`src/rtl/msg_rx_pkg.sv`:
```
`timescale 1ns/1ps
// Shared definitions for the serial word receiver: register map codes and
// the decoded CPU request. Assumes a 2-bit word address on the CPU port.
package msg_rx_pkg;

    localparam int unsigned ADDR_W = 2;
    localparam int unsigned BE_W   = 2;

    typedef enum logic [ADDR_W-1:0] {
        SEL_HI   = 2'd0,
        SEL_LO   = 2'd1,
        SEL_GAP  = 2'd2,
        SEL_NONE = 2'd3
    } reg_sel_e;

    typedef struct packed {
        logic rd_hi;
        logic rd_lo;
        logic rd_zero;
        logic wr_gap;
    } cpu_req_t;

endpackage

```
`src/rtl/msg_rx_decode.sv`:
```
`timescale 1ns/1ps
// Decodes one CPU register access into single-purpose strobes.
// Assumes accesses last one cycle. Only full-width accesses (both byte
// enables set) are honoured. Any other read becomes a read-as-zero.
module msg_rx_decode
    import msg_rx_pkg::*;
(
    input  logic              cpu_sel,
    input  logic              cpu_wr,
    input  logic [ADDR_W-1:0] cpu_addr,
    input  logic [BE_W-1:0]   cpu_be,
    output cpu_req_t          req
);

    logic     full_width;
    reg_sel_e sel_code;

    // Classify the access by width, direction and target register.
    always_comb begin
        full_width  = (cpu_be == {BE_W{1'b1}});
        sel_code    = reg_sel_e'(cpu_addr);
        req         = '0;
        req.rd_hi   = cpu_sel && !cpu_wr && full_width && (sel_code == SEL_HI);
        req.rd_lo   = cpu_sel && !cpu_wr && full_width && (sel_code == SEL_LO);
        req.wr_gap  = cpu_sel &&  cpu_wr && full_width && (sel_code == SEL_GAP);
        req.rd_zero = cpu_sel && !cpu_wr && !(req.rd_hi || req.rd_lo);
    end

endmodule

```
`src/rtl/msg_rx_gap_timer.sv`:
```
`timescale 1ns/1ps
// Idle-gap counter. While a word is open it counts receive-clock ticks
// with no bit. On the tick that reaches the threshold it closes the word.
// Assumes tick and bit strobes are synchronous single-cycle pulses.
// A threshold of zero disables closing.
module msg_rx_gap_timer #(
    parameter int unsigned GAP_W = 16
) (
    input  logic             clk,
    input  logic             rst_n,
    input  logic             tick,
    input  logic             bit_vld,
    input  logic [GAP_W-1:0] thr,
    output logic             eom_now,
    output logic             eom
);

    localparam int unsigned CNT_EXT = GAP_W + 1;

    logic [GAP_W-1:0]   cnt;
    logic               open_word;
    logic [CNT_EXT-1:0] cnt_inc;
    logic               reached;

    // Next count and threshold compare. A lowered threshold still closes.
    always_comb begin
        cnt_inc = {1'b0, cnt} + CNT_EXT'(1);
        reached = (cnt_inc >= {1'b0, thr});
        eom_now = open_word && tick && !bit_vld && (thr != '0) && reached;
    end

    // Counter, open-word state and the registered end-of-message pulse.
    always_ff @(posedge clk) begin
        if (!rst_n) begin
            cnt       <= '0;
            open_word <= 1'b0;
            eom       <= 1'b0;
        end else begin
            eom <= eom_now;
            if (bit_vld) begin
                cnt       <= '0;
                open_word <= 1'b1;
            end else if (eom_now) begin
                cnt       <= thr;
                open_word <= 1'b0;
            end else if (tick && open_word) begin
                cnt <= cnt_inc[GAP_W-1:0];
            end
        end
    end

endmodule

```
`src/rtl/msg_rx_shift.sv`:
```
`timescale 1ns/1ps
// Assembly shift register. Each bit strobe shifts left and inserts at
// bit 0, so the earliest bit ends up most significant. Cleared when the
// word is handed to the holding buffer. Assumes clr and bit_vld are never
// high together; the gap timer guarantees this.
module msg_rx_shift #(
    parameter int unsigned WORD_W = 32
) (
    input  logic              clk,
    input  logic              rst_n,
    input  logic              bit_vld,
    input  logic              bit_in,
    input  logic              clr,
    output logic [WORD_W-1:0] word
);

    // Shift in received bits and clear on hand-off.
    always_ff @(posedge clk) begin
        if (!rst_n) begin
            word <= '0;
        end else if (bit_vld) begin
            word <= {word[WORD_W-2:0], bit_in};
        end else if (clr) begin
            word <= '0;
        end
    end

endmodule

```
`src/rtl/msg_rx_hold.sv`:
```
`timescale 1ns/1ps
// Holding buffer, lower-half shadow, buffer-full flag and registered read
// data. Assumes the word is exactly two CPU halves wide. A read of the upper
// half snapshots the lower half, so a later load cannot tear the pair.
module msg_rx_hold
    import msg_rx_pkg::*;
#(
    parameter int unsigned DATA_W = 16,
    parameter int unsigned WORD_W = 2 * DATA_W
) (
    input  logic              clk,
    input  logic              rst_n,
    input  logic              load,
    input  logic [WORD_W-1:0] word_in,
    input  cpu_req_t          req,
    output logic [DATA_W-1:0] rdata,
    output logic              full
);

    logic [WORD_W-1:0] held;
    logic [DATA_W-1:0] lo_shadow;
    logic [DATA_W-1:0] hi_half;
    logic [DATA_W-1:0] lo_half;

    // Split the held word into its two CPU halves.
    always_comb begin
        hi_half = held[WORD_W-1:DATA_W];
        lo_half = held[DATA_W-1:0];
    end

    // Take a completed word from the assembly register.
    always_ff @(posedge clk) begin
        if (!rst_n) begin
            held <= '0;
        end else if (load) begin
            held <= word_in;
        end
    end

    // Read data register and lower-half shadow.
    always_ff @(posedge clk) begin
        if (!rst_n) begin
            rdata     <= '0;
            lo_shadow <= '0;
        end else if (req.rd_hi) begin
            rdata     <= hi_half;
            lo_shadow <= lo_half;
        end else if (req.rd_lo) begin
            rdata <= lo_shadow;
        end else if (req.rd_zero) begin
            rdata <= '0;
        end
    end

    // Buffer-full flag: a new word wins over a clearing read.
    always_ff @(posedge clk) begin
        if (!rst_n) begin
            full <= 1'b0;
        end else if (load) begin
            full <= 1'b1;
        end else if (req.rd_lo) begin
            full <= 1'b0;
        end
    end

endmodule

```
`src/rtl/msg_rx_capture.sv`:
```
`timescale 1ns/1ps
// Top of the serial word receiver. Shifts bits into an assembly register.
// Closes the word after a programmable idle gap of receive-clock ticks, then
// buffers it for reading as two halves. Assumes all inputs are synchronous
// to clk, with single-cycle strobes and accesses.
module msg_rx_capture
    import msg_rx_pkg::*;
#(
    parameter int unsigned DATA_W = 16,
    parameter int unsigned GAP_W  = 16
) (
    input  logic              clk,
    input  logic              rst_n,
    input  logic              rx_tick,
    input  logic              rx_bit_vld,
    input  logic              rx_bit,
    output logic              eom,
    output logic              buf_full,
    input  logic              cpu_sel,
    input  logic              cpu_wr,
    input  logic [ADDR_W-1:0] cpu_addr,
    input  logic [BE_W-1:0]   cpu_be,
    input  logic [DATA_W-1:0] cpu_wdata,
    output logic [DATA_W-1:0] cpu_rdata
);

    localparam int unsigned WORD_W = 2 * DATA_W;

    cpu_req_t          req;
    logic [GAP_W-1:0]  gap_thr;
    logic              eom_now;
    logic [WORD_W-1:0] asm_word;

    msg_rx_decode u_dec (
        .cpu_sel  (cpu_sel),
        .cpu_wr   (cpu_wr),
        .cpu_addr (cpu_addr),
        .cpu_be   (cpu_be),
        .req      (req)
    );

    // Write-only gap threshold register.
    always_ff @(posedge clk) begin
        if (!rst_n) begin
            gap_thr <= '0;
        end else if (req.wr_gap) begin
            gap_thr <= cpu_wdata[GAP_W-1:0];
        end
    end

    msg_rx_gap_timer #(.GAP_W(GAP_W)) u_gap (
        .clk     (clk),
        .rst_n   (rst_n),
        .tick    (rx_tick),
        .bit_vld (rx_bit_vld),
        .thr     (gap_thr),
        .eom_now (eom_now),
        .eom     (eom)
    );

    msg_rx_shift #(.WORD_W(WORD_W)) u_shift (
        .clk     (clk),
        .rst_n   (rst_n),
        .bit_vld (rx_bit_vld),
        .bit_in  (rx_bit),
        .clr     (eom_now),
        .word    (asm_word)
    );

    msg_rx_hold #(.DATA_W(DATA_W), .WORD_W(WORD_W)) u_hold (
        .clk     (clk),
        .rst_n   (rst_n),
        .load    (eom_now),
        .word_in (asm_word),
        .req     (req),
        .rdata   (cpu_rdata),
        .full    (buf_full)
    );

endmodule

```
`config.mk`:
```
export PLATFORM = sky130hd
export DESIGN_NAME = msg_rx_capture
export DESIGN_NICKNAME = d
export VERILOG_FILES = /design/src/rtl/msg_rx_pkg.sv /design/src/rtl/msg_rx_decode.sv /design/src/rtl/msg_rx_gap_timer.sv /design/src/rtl/msg_rx_shift.sv /design/src/rtl/msg_rx_hold.sv /design/src/rtl/msg_rx_capture.sv
export SDC_FILE = /design/constraint.sdc
export NUM_CORES = 1
export LEC_CHECK = 0
export BUFFER_PORTS_ARGS = -buffer_cell sky130_fd_sc_hd__buf_2
export CAP_MARGIN = 20
export CORE_MARGIN = 2
export CORE_UTILIZATION = 52
export CTS_CLUSTER_DIAMETER = 200
export CTS_CLUSTER_SIZE = 25
export DETAILED_ROUTE_END_ITERATION = 12
export PLACE_DENSITY = 0.73
export SYNTH_ARGS = -nofsm -noshare
export SYNTH_HDL_FRONTEND = slang
export SYNTH_SLANG_ARGS = --single-unit
export TNS_END_PERCENT = 20
```
`constraint.sdc`:
```
create_clock -name clk -period 8.7 [get_ports clk]
set_input_delay 0.87 -clock clk [delete_from_list [all_inputs] [get_ports clk]]
set_output_delay 0.87 -clock clk [all_outputs]
set_load 0.02 [all_outputs]
```
* Yosys cells after proc, flatten, opt, wreduce, memory -nomap -nowiden *
Cells that the tools add are included.

cells by class
  eq/ne operators = 3
  bitwise operators = 1
  $lt $le $gt $ge = 1
  reduce and logical (&&, ||, !) cells = 23
  mux-type cells = 11
  add/sub/neg operators = 1

operators with widths
  operator                 number
  $mux W16                 5
  $mux W32                 2
  $add A16 B1 Y17 const B  1
  $ge A17 B16 Y1           1
  $reduce_bool A16 Y1      1
  $logic_and A1 B1 Y1      12
  $reduce_bool A2 Y1       3
  $eq A2 B2 Y1 const B     2
  $mux W1                  4
  $logic_not A1 Y1         3
  $reduce_bool A3 Y1       1
  $eq A2 B1 Y1 const B     1
  $logic_not A2 Y1         1
  $reduce_or A2 Y1         1
  $logic_or A1 B1 Y1       1
  $not A1 Y1               1

storage, ports and cells
  logic and storage cells = 49
  output and inout port bits = 18
  bits in registers = 131
  input bits = 27

* Depth between registers and ports, before layout *
Gate-level depths: netlist (run 1).

  word-level depth = 10
  depth in mapped cells = 14
  gate-level depth less buffers = 12

* By module *
From an unflattened synthesis (run 1), not the netlist that was laid out.

unflattened totals
  cells, all modules = 665
  area, all modules = 6643.9 sq um

modules (own cells, without submodules)
  module            sequential area each (sq um)  cells each  times used  area each (sq um)
  msg_rx_hold       1301.2                        247         1           2583.7
  msg_rx_gap_timer  360.3                         216         1           1790.5
  msg_rx_shift      640.6                         143         1           1602.8
  msg_rx_capture    320.3                         51          1           615.6
  msg_rx_decode     0.0                           8           1           51.3

* Least setup slack after synthesis (run 1) *
Ideal clock, no wire load.

  kind = register -> register
  from = register u_gap.cnt[0]
  to = register u_gap.cnt[0]
  cell stages (with the launch flop) = 13
  required time = 8626 ps
  setup slack = 5757 ps
  buffers on the path = 1
  data arrival time = 2868 ps
  cells stage by stage = dfxtp_1 > ha_1 > and3_1 > and3_1 > nand4_1 > xnor2_1 > ha_1 > a21o_1 > a221oi_2 > a41oi_2 > buf_4 > or3_1 > a31oi_1

between the ends
  cells in the longest elaborated chain, start to end = 4
  elaborated cells on any way between the ends = 6

RTL lines
  element                                         RTL line                source
  start, declared                                 msg_rx_gap_timer.sv:20  logic [GAP_W-1:0] cnt;
  start signal, assigned                          msg_rx_gap_timer.sv:44  cnt <= thr;
  start signal, assigned                          msg_rx_gap_timer.sv:47  cnt <= cnt_inc[GAP_W-1:0];
  $add A16 B1 Y17 *                               msg_rx_gap_timer.sv:27  cnt_inc = {1'b0, cnt} + CNT_EXT'(1);
  $ge A17 B16 Y1                                  msg_rx_gap_timer.sv:28  reached = (cnt_inc >= {1'b0, thr});
  $logic_and A1 B1 Y1                             msg_rx_gap_timer.sv:29  eom_now = open_word && tick && !bit_vld && (thr != '0) && reached;
  $mux W16 or $reduce_bool A2 Y1 (tied branches)  -

Mark *: on every way between the ends. The rest lies on a longest branch, timed or not. The select of a mux whose other input is x is not followed.
A chain may end at the register's enable or synchronous reset.

* Worst setup path after layout (run 1) *
  from = register u_gap.cnt[2]
  to = register u_gap.cnt[1]

between the ends
  cells in the longest elaborated chain, start to end = 4
  elaborated cells on any way between the ends = 5

RTL lines
  element                                         RTL line
  $add A16 B1 Y17 *                               msg_rx_gap_timer.sv:27
  $ge A17 B16 Y1 *                                msg_rx_gap_timer.sv:28
  $logic_and A1 B1 Y1 *                           msg_rx_gap_timer.sv:29
  $mux W16 or $reduce_bool A2 Y1 (tied branches)  -

Mark *: on every way between the ends. The rest lies on a longest branch, timed or not.

==> results of run 1 <==
[state kept, by name, indices dropped and copies added (netlist names)]
| signal | cells |
|---|---|
| u_gap.cnt | 16 |
| u_hold.held | 32 |
| u_hold.full | 1 |
| gap_thr | 16 |
| u_gap.open_word | 1 |
| u_hold.rdata | 16 |
| u_gap.eom | 1 |
| u_shift.word | 32 |
| u_hold.lo_shadow | 16 |
[worst reg2reg max path, stage by stage (launching register included)]
cell and delay [ps]:
dfxtp_1 420, nand3_1 230, nor3_1 570, nand4_1 210, xnor2_1 180, ha_1 310
nand4_1 150, nor3_1 320, o31ai_1 200, a41oi_2 820, mux2i_1 280, a21oi_1 90
[power by group through the flow]
stage / sequential, mW / combinational, mW / clock (mW)
final: 0.604 / 0.0688 / 0.685
after floorplan: 0.616 / 0.0583 / 0
after global placement: 0.616 / 0.0663 / 0
after global routing: 0.604 / 0.0751 / 0.722
after detailed placement: 0.616 / 0.0668 / 0
after CTS: 0.604 / 0.0671 / 0.694
[Yosys cell counts, drive strengths merged (8+ instances only)]
| library cell | instances |
|---|---|
| a21oi | 110 |
| buf | 25 |
| clkbuf | 33 |
| dfxtp | 131 |
| ha | 17 |
| inv | 19 |
| mux2i | 33 |
| nand2 | 90 |
| nand3 | 52 |
| nor2 | 59 |
| nor2b | 34 |
| o211ai | 8 |
| o21ai | 69 |
| xnor2 | 12 |
[through the flow]
stage / total power, mW / hold WS (ps)
global route: 1.40 / 470
floorplan: 0.674 / 428
detailed placement: 0.683 / 444
CTS: 1.37 / 451
finish: 1.36 / 451
global placement: 0.683 / 435
[worst min-delay path by stage]
stage	startpoint	end	slack (ps)	cells past startpoint
3_3_place_gp	u_hold.held[9]	u_hold.lo_shadow[9]	430	2
3_5_place_dp	u_hold.held[12]	u_hold.lo_shadow[12]	440	2
5_1_grt	u_hold.held[2]	u_hold.lo_shadow[2]	470	2
6_report	u_hold.held[12]	u_hold.lo_shadow[12]	450	2
4_1_cts	u_hold.held[0]	u_hold.lo_shadow[0]	450	2
2_1_floorplan	u_hold.held[0]	u_hold.lo_shadow[0]	430	2
[layout make-up]
class,count,area (sq um),area share
inverters,20,76.3,0.0111
flip-flops and latches,131,2620,0.382
repair buffers,51,293,0.0427
clock inverters,3,42.5,0.00620
multi-input cells,546,3110,0.454
well taps,143,179,0.0261
clock buffers,27,533,0.0777
[layer usage]
layer  vias up  wire, um  global-route usage
li1       2647         -                   -
met1      2486      6690               0.312
met2       143      6630               0.374
met3        23       703              0.0610
met4         0       262              0.0902
met5         -         0                   0
[placed cells by master, fill, tap and decap left out, types with 4 or more instances in the layout]
cell type | synthesis | final
dfxtp_1 | 131 | 131
a21oi_1 | 110 | 110
nand2_1 | 90 | 90
o21ai_0 | 67 | 67
nor2_1 | 58 | 56
nand3_1 | 52 | 52
buf_2 | 8 | 44
nor2b_1 | 34 | 34
mux2i_1 | 33 | 33
inv_1 | 19 | 19
ha_1 | 17 | 17
clkbuf_16 | 0 | 17
xnor2_1 | 12 | 12
o211ai_1 | 8 | 8
nor4_1 | 7 | 7
clkbuf_8 | 0 | 7
nand4_1 | 6 | 6
buf_4 | 4 | 6
and2_1 | 5 | 5
nor3_1 | 5 | 5
o22ai_1 | 5 | 5
a32oi_1 | 5 | 5
nand2b_1 | 4 | 4
[cell families (layout without fill, tap and decap cells)]
family                     after synthesis  after routing  synth area share
DFF                                    131            131             0.429
buffers and inverters                   78            101            0.0630
muxes                                   33             33            0.0540
AOI/OAI and AO/OA                      207            207             0.185
xor gates and xnor gates                14             14            0.0200
adders and majority gates               17             17            0.0348
and+or+nand+nor                        275            275             0.214
==> results by group, run 1 <==
Timing
  – Final Setup Violations: 0
  – Max-slew violation count: 0
  – Final Skew: 3.72 ps
  – Final min period: 3890 ps
  – Worst-Margin Slew: 988 ps
  – Fin. Hold Viols: 0
  – Setup tns final: 0 ps
  – Final period util: 0.447
  – Final setup margin: 4810 ps
  – RSZ-0062 raised after global routing: false
  – Headroom to the max-slew limit: 0.339
  – Max Freq: 257 MHz

Setup path
  – Slowest stage delay, CP: 820 ps
  – CP Buf/Inv Count: 0
  – Crit end category: flip-flop
  – Register-to-Register Path Depth: 11
  – Worst reg2reg endpoint: u_gap.cnt[1]
  – CP delay by family, top: simple AND/OR/NAND/NOR gates
  – Startpoint type of the worst setup path: flip-flop
  – Crit path max fanout: 21
  – Worst R2R Start: u_gap.cnt[2]
  – Setup Crit Path Kind: flip-flop to flip-flop
  – Worst setup path start: u_gap.cnt[2]
  – Slowest cell on crit path: a41oi_2
  – Critical-path cell list: nand3_1 > nor3_1 > nand4_1 > xnor2_1 > ha_1 > nand4_1 > nor3_1 > o31ai_1 > a41oi_2 > mux2i_1 > a21oi_1
  – R2R setup slack: 4810 ps
  – Worst setup endpoint: u_gap.cnt[1]
  – Crit path DAT: 4180 ps
  – Critical path depth: 11
  – Worst path required time: 9000 ps

Route
  – Drt via density: 5.75
  – Vias: 5299
  – Routed wire per std cell: 15.5 um
  – DRC viols: 0
  – Total iterations of the first detailed-routing run: 5
  – Drt total wl: 14300 um
  – First DRT Iteration DRCs: 468
  – Routed Antenna Nets: 0

Final layout
  – Final std cells w/o fill: 921
  – Layout cells sized above 1: 0.114
  – Layout Utilization: 0.598
  – Post-route design area: 6860 sq um
  – # diodes: 0
  – Area growth syn-to-layout: 12.2%
  – Fillcell total: 1021
  – Fin nets: 811

Placed design
  – RD Place Congestion: 0.840
  – Hpwl dp: 8870 um
  – IO Port Bufs: 44
  – Pre-CTS setup slack: 4970 ps
  – Dpl cells: 890
  – Placed cell area: 6260 sq um

Power
  – Flop pwr share: 0.445
  – Gate power share: 0.051
  – Power per Cell Area: 198 nW/um^2
  – Switching power: 298 uW
  – LEAKAGE: 2.42 nW
  – Switching Share: 0.220
  – Power Internal: 1.06 mW
  – VDD IR-drop max: 0.000190 V
  – Clock power frac: 0.505

Clocking
  – Post-CTS setup repair buffer count: 0
  – Hold Buf Count CTS: 0
  – Clock-pin slew on the worst setup and hold paths: 50 ps
  – CTS sink cnt: 131
  – Clock insertion delay at the later pin of the skew report: 420 ps
  – Max clock buf depth: 2
  – H-Tree Level Count: 4
  – Num CTS Buffers: 17
  – Cts repair resizes: 0
  – CTS tree: built
  – Clock root cell: clkbuf_16

Min path
  – Min-delay worst type: flip-flop to flip-flop

Run status
  – Status: complete, no violations

Synthesis
  – Seq/Total Area, Yosys: 0.429
  – Top cell type by total area after synthesis: dfxtp_1
  – Synthesized flop and latch total: 131
  – Post-synth EDFFs: 0
  – Async SR Flop Fraction: 0
  – Syn. warnings: 0
  – Largest cells by area after synthesis: dfxtp_1 43%, a21oi_1 9.0%, nand2_1 5.5%
  – Syn_nets: 799
  – Synth cell types: 44
  – Post-synth top flop: dfxtp_1
  – Syn Area/Cell: 8.10 sq um
  – Post-Syn Instances: 755
  – Synthesized cell area: 6120 sq um
  – Top cell type's share of synthesized area: 0.429

Global routing
  – Vias in the first global route: 5027
  – First-pass GRT wire length: 24200 um
  – Largest net degree at the start of global routing: 115
  – Global route overflow: 0
  – Initial antenna violation count: 0
  – GR Util All Layers: 0.236

Die
  – Die area: 12600 sq um
  – Std-Cell Rows: 39
  – Core Area: 11500 sq um
  – DIE HEIGHT: 112 um
  – Die W: 112 um
  – Initial Util: 0.533
  – I/O pins: 45

Job
  – Number of max-cap violations: 0
No activity file was read; power rests on OpenSTA's default activity.
==> run 2: changes to the inputs <==
- clock period: 8.7 -> 3.8 ns (I/O delays scaled with it)
==> run 2 against run 1 <==
Against the previous run: non-clock buffer count grew 5; power is 130% higher; cell count rose by 0.43%; critical path depth grew 2; critical endpoint is now u_gap.cnt[4]; largest cell class unchanged.
==> results by group, run 2 (synthesized netlist as in run 1, its figures left out) <==
Timing
  – Final period util: 0.901
  – Worst hold slack: 197 ps
  – Final Skew: 4.68 ps
  – Fin. Hold Viols: 0
  – Headroom to the max-slew limit: 0.278
  – Final Setup Violations: 0
  – RSZ-0062 raised after global routing: false
  – Final min period: 3420 ps
  – Max-slew violation count: 0
  – Worst-Margin Slew: 1080 ps
  – Setup tns final: 0 ps
  – Final setup margin: 377 ps
  – Max Freq: 292 MHz

Route
  – DRC viols: 0
  – Total iterations of the first detailed-routing run: 7
  – Drt via density: 5.72
  – Vias: 5295
  – Routed wire per std cell: 15.7 um
  – Drt total wl: 14500 um
  – First DRT Iteration DRCs: 570
  – Routed Antenna Nets: 0

Power
  – Flop pwr share: 0.440
  – Tot Pwr: 3.15 mW
  – Switching Share: 0.219
  – Power Internal: 2.46 mW
  – Gate power share: 0.057
  – LEAKAGE: 2.47 nW
  – Power per Cell Area: 452 nW/um^2
  – Switching power: 689 uW
  – VDD IR-drop max: 0.000480 V
  – Clock power frac: 0.504

Min path
  – Min-delay worst type: primary input to flip-flop
  – Worst Hold Launch: cpu_wdata[10]
  – Worst hold endpoint: gap_thr[10]
  – Hold depth: 3

Die
  – DIE HEIGHT: 112 um
  – Die area: 12600 sq um
  – I/O pins: 45
  – Core Area: 11500 sq um
  – Initial Util: 0.533
  – Std-Cell Rows: 39
  – Die W: 112 um

Setup path
  – Critical-path cell list: nand3_1 > nor3_1 > buf_4 > nand3_1 > xnor2_1 > ha_1 > nand4_1 > nor2_1 > a221oi_2 > a41oi_2 > buf_4 > or4_1 > o211ai_1
  – Crit path DAT: 3750 ps
  – CP Buf/Inv Count: 2
  – Slowest cell on crit path: dfxtp_1
  – R2R setup slack: 380 ps
  – Slowest stage delay, CP: 440 ps
  – Crit end category: flip-flop
  – Worst R2R Start: u_gap.cnt[2]
  – Crit path max fanout: 11
  – Setup Crit Path Kind: flip-flop to flip-flop
  – Register-to-Register Path Depth: 13
  – Worst setup path start: u_gap.cnt[2]
  – Worst path required time: 4130 ps
  – CP delay by family, top: simple AND/OR/NAND/NOR gates
  – Startpoint type of the worst setup path: flip-flop
  – Worst reg2reg endpoint: u_gap.cnt[4]

Clocking
  – Clock-pin slew on the worst setup and hold paths: 50 ps
  – CTS tree: built
  – Max clock buf depth: 2
  – Clock insertion delay at the later pin of the skew report: 420 ps
  – Num CTS Buffers: 17
  – Clock root cell: clkbuf_16
  – Hold Buf Count CTS: 0
  – Cts repair resizes: 0
  – H-Tree Level Count: 4
  – Post-CTS setup repair buffer count: 0
  – CTS sink cnt: 131

Placed design
  – IO Port Bufs: 44
  – RD Place Congestion: 0.927
  – Hpwl dp: 8980 um
  – Pre-CTS setup slack: 465 ps

Global routing
  – Global route overflow: 0
  – First-pass GRT wire length: 24000 um
  – Initial antenna violation count: 0
  – Largest net degree at the start of global routing: 115
  – GR Util All Layers: 0.235
  – Vias in the first global route: 4907

Job
  – Number of max-cap violations: 0

Final layout
  – Fillcell total: 1014
  – Most common cell after layout, fill and taps aside: dfxtp_1
  – Commonest non-fill, non-tap cells in the layout: 131 x dfxtp_1, 110 x a21oi_1, 90 x nand2_1
  – Fin nets: 816
  – Multi-input gate area: 3110 sq um
  – Biggest regs: u_hold.held x32, u_shift.word x32
  – Register area: 2620 sq um
  – Layout cells sized above 1: 0.121
  – Layout Utilization: 0.606
  – Area growth syn-to-layout: 13.7%
  – # diodes: 0

Run status
  – Status: complete, no violations
[run 2: worst min-delay path, delay by kind of cell]
kind,cells,cell delay (ps)
multiplexers,1,50
AND/OR/NAND/NOR,1,70
buffers and inverters,1,70
[run 2: how the worst max path moves through the flow]
stage | end | slack, ps | cells after the start
global placement | u_gap.cnt[3] | 570 | 13
floorplan | u_gap.cnt[0] | 860 | 12
detailed placement | u_gap.cnt[4] | 470 | 13
finish | u_gap.cnt[4] | 380 | 13
CTS | u_gap.cnt[4] | 410 | 13
global route | u_shift.word[3] | 140 | 13
[run 2: per-stage QoR]
| stage | std cells | area (sq um) |
|---|---|---|
| after CTS | 924 | 6930 |
| final | 925 | 6950 |
| after global routing | 925 | 6950 |
| after detailed placement | 895 | 6340 |
| after global placement | 895 | 6340 |
| after floorplan | 755 | 6120 |
[run 2: per-layer routing]
layer / vias to the layer above / global-route usage / routed length, um / part of all wire
li1: 2647 / - / - / -
met1: 2472 / 0.315 / 6730 / 0.46
met2: 149 / 0.367 / 6840 / 0.47
met3: 27 / 0.0637 / 680 / 0.047
met4: 0 / 0.0846 / 269 / 0.019
met5: - / 0 / 0 / 0
[run 2: power by group through the flow]
| stage | Sequential (mW) | Combinational (mW) | Clock, mW |
|---|---|---|---|
| CTS | 1.38 | 0.173 | 1.60 |
| finish | 1.38 | 0.178 | 1.59 |
| global placement | 1.41 | 0.170 | 0 |
| global route | 1.38 | 0.193 | 1.67 |
| floorplan | 1.41 | 0.133 | 0 |
| detailed placement | 1.41 | 0.172 | 0 |
[run 2: area by class of cell]
type                       count  area share
tap                          143      0.0257
inverter                      20      0.0110
multi-input combinational    546       0.448
timing repair buffer          56      0.0547
clock buffer                  26      0.0776
sequential                   131       0.377
clock inverter                 3     0.00612
